### src/rtl/mac_guard_pkg.sv
package mac_guard_pkg;

  typedef enum logic [1:0] {
    MODE_UINT = 2'd0,
    MODE_SINT = 2'd1,
    MODE_FRAC = 2'd2
  } acc_mode_e;

  function automatic acc_mode_e decode_mode(input logic fi, input logic su);
    if (fi)      return MODE_FRAC;
    else if (su) return MODE_SINT;
    else         return MODE_UINT;
  endfunction

endpackage

### src/rtl/mac_sat_unit.sv
module mac_sat_unit
  import mac_guard_pkg::*;
#(
  parameter int RAW_W     = 64,
  parameter int ACC_W     = 48,
  parameter int INT_W     = 32,
  parameter int UCLAMP_SH = 53
) (
  input  logic [RAW_W-1:0] raw,
  input  acc_mode_e        mode,
  input  logic             omc,
  input  logic             v_in,
  output logic [RAW_W-1:0] res,
  output logic             ovf,
  output logic             vflag
);
  localparam int EXT_W = RAW_W - ACC_W;
  localparam logic [RAW_W-1:0] INT_POS  = {{(RAW_W-INT_W+1){1'b0}}, {(INT_W-1){1'b1}}};
  localparam logic [RAW_W-1:0] FRAC_POS = {{(EXT_W+1){1'b0}}, {(ACC_W-1){1'b1}}};
  localparam logic [RAW_W-1:0] UMAX     = {{EXT_W{1'b0}}, {ACC_W{1'b1}}};
  localparam logic [RAW_W-1:0] ULIM     = {{(RAW_W-1){1'b0}}, 1'b1} << UCLAMP_SH;

  logic [RAW_W-1:0] sext;
  logic             hi_nz;

  assign sext  = {{EXT_W{raw[ACC_W-1]}}, raw[ACC_W-1:0]};
  assign hi_nz = |raw[RAW_W-1:ACC_W];

  always_comb begin
    res = raw;
    ovf = 1'b0;
    unique case (mode)
      MODE_FRAC: begin
        ovf = (sext != raw);
        res = sext;
        if ((ovf || v_in) && omc) res = sext[RAW_W-1] ? ~FRAC_POS : FRAC_POS;
      end
      MODE_SINT: begin
        ovf = (sext != raw);
        res = sext;
        if ((ovf || v_in) && omc) res = sext[RAW_W-1] ? ~INT_POS : INT_POS;
      end
      default: begin
        ovf = hi_nz;
        if ((ovf || v_in) && omc) res = (raw > ULIM) ? '0 : UMAX;
        else                      res = raw & UMAX;
      end
    endcase
    vflag = ovf | v_in;
  end

endmodule

### src/rtl/mac_flag_unit.sv
module mac_flag_unit
  import mac_guard_pkg::*;
#(
  parameter int RAW_W        = 64,
  parameter int ACC_W        = 48,
  parameter int INT_W        = 32,
  parameter int FRAC_EXT_LSB = 40
) (
  input  logic [RAW_W-1:0] val,
  input  acc_mode_e        mode,
  input  logic             pav_sel,
  output logic             flg_n,
  output logic             flg_z,
  output logic             flg_v,
  output logic             flg_ev
);
  logic [RAW_W-1-FRAC_EXT_LSB:0] frac_top;
  logic [RAW_W-1-INT_W:0]        int_top;
  logic                          frac_same, int_same;

  assign frac_top  = val[RAW_W-1:FRAC_EXT_LSB];
  assign int_top   = val[RAW_W-1:INT_W];
  assign frac_same = (&frac_top) | ~(|frac_top);
  assign int_same  = (&int_top) | ~(|int_top);

  always_comb begin
    flg_z = (val == '0);
    flg_n = !flg_z && val[ACC_W-1];
    flg_v = pav_sel;
    unique case (mode)
      MODE_FRAC: flg_ev = !frac_same;
      MODE_SINT: flg_ev = !int_same;
      default:   flg_ev = |int_top;
    endcase
  end

endmodule

### src/rtl/mac_acc_guard.sv
module mac_acc_guard
  import mac_guard_pkg::*;
#(
  parameter int NUM_ACC      = 4,
  parameter int RAW_W        = 64,
  parameter int ACC_W        = 48,
  parameter int INT_W        = 32,
  parameter int FRAC_EXT_LSB = 40,
  parameter int UCLAMP_SH    = 53,
  localparam int IDX_W       = $clog2(NUM_ACC),
  localparam int STAT_W      = NUM_ACC + 4
) (
  input  logic              clk,
  input  logic              rst_n,
  input  logic              sat_req,
  input  logic              flag_req,
  input  logic [IDX_W-1:0]  acc_sel,
  input  logic              mode_fi,
  input  logic              mode_su,
  input  logic              omc_en,
  input  logic [RAW_W-1:0]  acc_in,
  input  logic [STAT_W-1:0] stat_in,
  output logic [RAW_W-1:0]  acc_out,
  output logic [STAT_W-1:0] stat_out
);
  localparam int EV_BIT = NUM_ACC;
  localparam int V_BIT  = NUM_ACC + 1;
  localparam int Z_BIT  = NUM_ACC + 2;
  localparam int N_BIT  = NUM_ACC + 3;

  logic              rst_q1, rst_sync_n;
  acc_mode_e         mode;
  logic [RAW_W-1:0]  sat_val, flag_val, acc_d;
  logic              sat_ovf, sat_vflag;
  logic [STAT_W-1:0] stat_mid, stat_d;
  logic              f_n, f_z, f_v, f_ev;
  logic              load_en;

  // reset: asserted asynchronously, released on a clock edge
  always_ff @(posedge clk or negedge rst_n) begin
    if (!rst_n) begin
      rst_q1     <= 1'b0;
      rst_sync_n <= 1'b0;
    end else begin
      rst_q1     <= 1'b1;
      rst_sync_n <= rst_q1;
    end
  end

  assign mode = decode_mode(mode_fi, mode_su);

  mac_sat_unit #(
    .RAW_W(RAW_W), .ACC_W(ACC_W), .INT_W(INT_W), .UCLAMP_SH(UCLAMP_SH)
  ) u_sat (
    .raw(acc_in), .mode(mode), .omc(omc_en), .v_in(stat_in[V_BIT]),
    .res(sat_val), .ovf(sat_ovf), .vflag(sat_vflag)
  );

  always_comb begin
    stat_mid = stat_in;
    if (sat_req) begin
      stat_mid[V_BIT] = stat_in[V_BIT] | sat_ovf;
      if (sat_vflag) stat_mid[acc_sel] = 1'b1;
    end
  end

  assign flag_val = sat_req ? sat_val : acc_in;

  mac_flag_unit #(
    .RAW_W(RAW_W), .ACC_W(ACC_W), .INT_W(INT_W), .FRAC_EXT_LSB(FRAC_EXT_LSB)
  ) u_flag (
    .val(flag_val), .mode(mode), .pav_sel(stat_mid[acc_sel]),
    .flg_n(f_n), .flg_z(f_z), .flg_v(f_v), .flg_ev(f_ev)
  );

  always_comb begin
    stat_d = stat_mid;
    if (flag_req) begin
      stat_d[N_BIT]  = stat_mid[N_BIT]  | f_n;
      stat_d[Z_BIT]  = stat_mid[Z_BIT]  | f_z;
      stat_d[V_BIT]  = stat_mid[V_BIT]  | f_v;
      stat_d[EV_BIT] = stat_mid[EV_BIT] | f_ev;
    end
    acc_d   = flag_val;
    load_en = sat_req | flag_req;
  end

  always_ff @(posedge clk or negedge rst_sync_n) begin
    if (!rst_sync_n) begin
      acc_out  <= '0;
      stat_out <= '0;
    end else if (load_en) begin
      acc_out  <= acc_d;
      stat_out <= stat_d;
    end
  end


  hold_chk: assert property (@(posedge clk) disable iff (!rst_sync_n)
    (!sat_req && !flag_req) |=> ($stable(acc_out) && $stable(stat_out)));


  sticky_chk: assert property (@(posedge clk) disable iff (!rst_sync_n)
    (sat_req || flag_req) |=> ((stat_out & $past(stat_in)) == $past(stat_in)));


  uns_width_chk: assert property (@(posedge clk) disable iff (!rst_sync_n)
    (sat_req && !mode_fi && !mode_su) |=> (acc_out[RAW_W-1:ACC_W] == '0));


  sgn_ext_chk: assert property (@(posedge clk) disable iff (!rst_sync_n)
    (sat_req && (mode_fi || mode_su)) |=>
      ((&acc_out[RAW_W-1:ACC_W-1]) || !(|acc_out[RAW_W-1:ACC_W-1])));


  zero_flag_chk: assert property (@(posedge clk) disable iff (!rst_sync_n)
    (flag_req && !sat_req && acc_in == '0) |=> stat_out[Z_BIT]);

endmodule

### config.mk
export PLATFORM = sky130hd
export DESIGN_NAME = mac_acc_guard
export DESIGN_NICKNAME = d
export VERILOG_FILES = /design/src/rtl/mac_guard_pkg.sv /design/src/rtl/mac_sat_unit.sv /design/src/rtl/mac_flag_unit.sv /design/src/rtl/mac_acc_guard.sv
export SDC_FILE = /design/constraint.sdc
export NUM_CORES = 1
export LEC_CHECK = 0
export ABC_AREA = 0
export BUFFER_PORTS_ARGS = -buffer_cell sky130_fd_sc_hd__clkbuf_2
export CAP_MARGIN = 10
export CORE_AREA = 3 3 104 106
export DETAILED_ROUTE_END_ITERATION = 16
export DIE_AREA = 0 0 107 109
export PLACE_DENSITY_LB_ADDON = 0.05
export SKIP_CTS_REPAIR_TIMING = 1
export SLEW_MARGIN = 10
export SYNTH_ARGS = -nofsm -noshare
export SYNTH_HDL_FRONTEND = slang
export SYNTH_SLANG_ARGS = --single-unit
export TNS_END_PERCENT = 100
### constraint.sdc
create_clock -name clk -period 4.33 [get_ports clk]
set_clock_uncertainty 0.05 [all_clocks]
set_input_delay 0.433 -clock clk [delete_from_list [all_inputs] [get_ports clk]]
set_output_delay 0.433 -clock clk [all_outputs]
set_load 0.05 [all_outputs]
# Yosys cells after proc, flatten, opt, wreduce, memory -nomap -nowiden
# Index checks and enable logic that the tools add are counted.
[word_totals]
reg_bits = 74
in_bits = 81
out_inout_bits = 72
elab_cells = 56
[classes]
magnitude_cmp = 3
bitwise = 11
reduce_logical = 16
muxes = 19
eq_ne = 3
[ops]
columns = ["op", "n"]
rows = [
  ["two-way mux 64 bit", 6],
  ["case mux 64 bit (2 select lines)", 1],
  ["greater-than comparator 64 x 54 -> 1 bit (second input constant)", 1],
  ["zero test 64 bit", 1],
  ["two-way mux 48 bit", 1],
  ["AND reduction 32 bit", 1],
  ["OR reduction 32 bit", 1],
  ["AND reduction 24 bit", 1],
  ["OR reduction 24 bit", 1],
  ["two-way mux 8 bit", 2],
  ["!= test 16 bit", 1],
  ["OR reduction 16 bit", 1],
  ["bitwise OR 1 bit", 8],
  ["bitwise OR 8 x 4 -> 8 bit", 1],
  ["logical AND 1 bit", 4],
  ["< comparator 2 x 4 -> 1 bit (second input constant)", 1],
  ["two-way mux 1 bit", 4],
  ["two-way mux 4 bit", 1],
  ["zero test 1 bit", 3],
  ["binary-select mux 1 bit (select 2 bit)", 1],
  ["demux 1 bit (select 2 bit)", 1],
  ["equality test 2 x 1 -> 1 bit (second input constant)", 1],
  ["equality test 2 bit (second input constant)", 1],
  ["greater-or-equal comparator 2 x 1 -> 1 bit (second input constant)", 1],
  ["5 further kinds", 7],
]

# Depth between registers and ports, before layout
[logic_depth]
depth_word = 13
ltp_mapped = 9

# Modules after synthesis
# Synthesis repeated with hierarchy kept, for this count alone.
[unflattened]
hier_cells = 492
area_unflattened_um2 = 5582.9
[by_module_without_submodules]
columns = ["mod", "cells_each", "seq_area_each_um2", "area_each_um2", "instances"]
rows = [
  ["mac_acc_guard", 253, 1851.8, 4023.9, 1],
  ["mac_sat_unit", 195, 0.0, 1232.4, 1],
  ["mac_flag_unit", 44, 0.0, 326.6, 1],
]

# Least setup slack after synthesis
# OpenSTA, ideal clock, no wires.
[synth_timing]
kind = "input to register"
startpoint = "input acc_in[50]"
endpoint = "register stat_out[6]"
setup_slack_ps = 1631
arrival_ps = 2557
required_ps = 4188
setup_ps = 92
path_stages = 7
path_cell_list = "or3_4 nor4_4 nand2_2 mux2_4 o311a_1 or4_1 o31ai_2"
[synth_via]
elab_chain_cells = 9
elab_cells_between_ends = 20
classes_between = "1 x order compare; 1 x eq/ne; 10 x mux; 2 x bitwise; 6 x reduce/logical"
[synth_rtl]
columns = ["item", "line", "source"]
rows = [
  ["start: declaration", "mac_acc_guard.sv:21", "input logic [RAW_W-1:0] acc_in,"],
  ["parallel branches: the longest is 8 deep, another holds greater-than comparator 64 x 54 -> 1 bit", "-", ""],
  ["two-way mux 4 bit (*)", "mac_acc_guard.sv:78", "if (flag_req) begin"],
  ["end signal: assignment", "mac_acc_guard.sv:94", "stat_out <= stat_d;"],
  ["end: declaration", "mac_acc_guard.sv:24", "output logic [STAT_W-1:0] stat_out"],
]
# Every way passes the cells marked *.
# A chain may end at the register's enable or synchronous reset.

# Final worst setup path
[layout_timing]
startpoint = "input acc_in[59]"
endpoint = "register stat_out[6]"
# The elaborated chain is that of the path after synthesis.

==> run_results.csv <==
group,metric,value,unit
min_path,hold_depth,3,
clock_tree,insertion_delay,0.34,ns
worst_setup_path,cp_num_buf_inv,1,
floorplanning,die_x,107,µm
worst_setup_path,path_cells,"clkbuf_2 -> nor4_1 -> and3_1 -> nand2_2 -> mux2_4 -> o311a_1 -> or4_1 -> o31ai_2",
finish,num-fill-cells,965,
power_and_ir_drop,power_density,385,nW/µm²
power_and_ir_drop,p_sw,747,µW
placed_design,place_area,4820,µm²
finish,multiInputGateArea,1980,µm²
power_and_ir_drop,peakVddDrop,0.221,mV
clock_tree,numCtsBuffers,9,
sta,rsz0062_at_grt,"false",
routing,dr_total_vias,4016,
power_and_ir_drop,p_clk_share,28.0,%
logic_synthesis,synthDistinctLibCells,58,
floorplanning,core_area,9860,µm²
logic_synthesis,synth_enable_flop_cells,0,
logic_synthesis,synth.most_common_cell,"dfrtp_1",
finish,ff_latch_area,1860,µm²
min_path,worstHoldStart,"stat_in[6]",
finish,finish.utilization,51.1,%
logic_synthesis,synth-main-ff-cell,"dfrtp_1",
floorplanning,dieArea,11700,µm²
power_and_ir_drop,comb_power_share,30.0,%
logic_synthesis,ys_top_cells_by_area,"dfrtp_1, nor2_1, o21ai_0",
global_routing,grt_pass1_vias,3787,
worst_setup_path,r2r_slack,3.19,ns
min_path,min_path_type,"in2reg",
floorplanning,fp.dieH,109,µm
sta,maxSlewHeadroom,32.2,%
clock_tree,clock-sinks,74,
global_routing,grt_pass1_wl,19500,µm
finish,nets,667,
sta,tns,0,ns
run,maxCapViolations,0,
finish,syn_to_final_growth,27.6,%
logic_synthesis,syn_area,3950,µm²
sta,period_minus_slack,2.77,ns
floorplanning,io_pins,153,
global_routing,grt_max_degree,73,
logic_synthesis,yosysSeqAreaShare,46.8,%
sta,setup_viol,0,
worst_setup_path,required,4.54,ns
global_routing,grtUsageTotal,20.9,%
worst_setup_path,crit-reg2reg-launch,"rst_sync_n$_DFF_PN0_",
worst_setup_path,cp-start-kind,"primary input",
placed_design,gp_congestion,0.884,
clock_tree,clock_path_buffers,2,
worst_setup_path,r2r_end,"acc_out[29]$_DFFE_PN0P_",
logic_synthesis,syn-instance-count,445,
finish,drive_gt1_share,32.0,%
logic_synthesis,syn_nets,526,
min_path,hold-path-endpoint,"stat_out[6]$_DFFE_PN0P_",
placed_design,port_buffers,152,
routing,drc,0,
worst_setup_path,cp_slowest_cell,"nor4_1",
sta,final_hold_viol_count,0,
sta,maxSlewViolCount,0,
global_routing,overflow,0,
worst_setup_path,path_delay_family,"simple AND/OR/NAND/NOR gates",
run_status,outcome,"finished clean",
worst_setup_path,max_stage_delay,0.52,ns
clock_tree,cts_tree,"done",
clock_tree,h-tree-depth,3,
routing,wire_per_inst,16.9,µm
sta,period_share,64.1,%
worst_setup_path,worstRegToRegCells,0,
routing,ant_nets,0,
placed_design,place_hpwl,8860,µm
logic_synthesis,ys_top_cells_by_count,"dfrtp_1, nor2_1, o21ai_0",
clock_tree,cts_root_buffer,"clkbuf_8",
routing,routed_wirelength,12200,µm
worst_setup_path,cp.arrival,2.99,ns
power_and_ir_drop,p_leak,0.00227,µW
logic_synthesis,synth_top_area_share,46.8,%
power_and_ir_drop,switching_share,38.4,%
routing,viasPerCell,5.55,
power_and_ir_drop,power.internal,1200,µW
floorplanning,num_rows,36,
sta,fmax,360,MHz
logic_synthesis,synth_seq_cells,74,
routing,detailedRoute.firstIterationViolations,277,
placed_design,pre_cts_slack,1.22,ns
finish,final_cell_area,5040,µm²
logic_synthesis,yosys.area.top_type,"dfrtp_1",
routing,drtPass1Iterations,5,
logic_synthesis,avgSynthCellArea,8.88,µm²
worst_setup_path,crit_fanout,9,
logic_synthesis,yosysWarningCount,0,
floorplanning,initial_core_util,40.1,%
clock_tree,clk_pin_slew,0.08,ns
sta,tightestPinTransition,1.01,ns
worst_setup_path,crit_type,"in2reg",
logic_synthesis,postSynth.asyncResetShare,100,%
power_and_ir_drop,p_seq_share,42.0,%
sta,setup_ws,1.56,ns
global_routing,antenna_found_initial,0,
finish,num_antenna_cells,0,
sta,whs,0.289,ns
worst_setup_path,end_kind,"flop",
==> worst max-delay path by stage <==
stage,startpoint,end,slack (ns),depth (start not counted)
after detailed placement,acc_in[59],stat_out[6]$_DFFE_PN0P_,1.22,8
after CTS,acc_in[59],stat_out[6]$_DFFE_PN0P_,1.59,8
after global placement,acc_in[59],stat_out[6]$_DFFE_PN0P_,1.24,8
after floorplan,acc_in[50],stat_out[6]$_DFFE_PN0P_,1.63,7
final,acc_in[59],stat_out[6]$_DFFE_PN0P_,1.56,8
after global routing,acc_in[50],stat_out[4]$_DFFE_PN0P_,1.34,8
==> sequential cells by signal, summed over array words and instances, names as in the netlist <==
name and cells:
acc_out 64, stat_out 8, rst_q1 1, rst_sync_n 1
==> power by group through the flow <==
stage | Clock [µW] | Combinational [µW] | Sequential, µW
5_1_grt | 592 | 621 | 828
2_1_floorplan | 0 | 153 | 1080
3_5_place_dp | 0 | 582 | 831
6_report | 544 | 583 | 816
4_1_cts | 559 | 584 | 818
3_3_place_gp | 0 | 579 | 829
==> cell type report <==
class / instances / area share, %
repair buffers: 160 / 16.5
multi-input cells: 337 / 39.3
flip-flops and latches: 74 / 36.8
inverters: 4 / 0.298
clock buffers: 11 / 2.80
clock inverters: 5 / 1.09
well taps: 133 / 3.30
==> through the flow <==
stage,total power (µW),std cells
2_1_floorplan,1230,445
3_3_place_gp,1410,706
3_5_place_dp,1410,706
4_1_cts,1960,722
5_1_grt,2040,724
6_report,1940,724
==> per-layer routing <==
layer	track usage (%)	routed length [µm]
met5	0	0
met4	5.11	137
met3	5.74	964
met2	32.6	5510
met1	29.0	5620
==> cells by family after synthesis <==
| group | after synthesis | share of synthesized area, % |
|---|---|---|
| AOI/OAI and AO/OA | 160 | 26.0 |
| buffers and inverters | 34 | 3.32 |
| DFF | 74 | 46.8 |
| muxes | 4 | 1.49 |
| other | 1 | 0.0948 |
| and+or+nand+nor | 172 | 22.2 |
==> cells in the final DEF, fill, tap and decap left out, types with 3 or more instances in the layout <==
cell and count:
nand3_1 6, a21oi_1 42, a31oi_1 6, nand4_1 8
a221o_1 9, clkbuf_2 152, nor4_1 14, inv_1 4
a211oi_1 19, nand2_1 23, nor3_1 5, clkbuf_8 10
o21a_1 3, and2_1 3, nor2_1 67, o21ai_0 47
or4_1 4, and4_1 6, nor2b_1 19, a21boi_0 9
dfrtp_1 73, buf_4 6
Note: power is estimated with default switching activity, not from simulation.
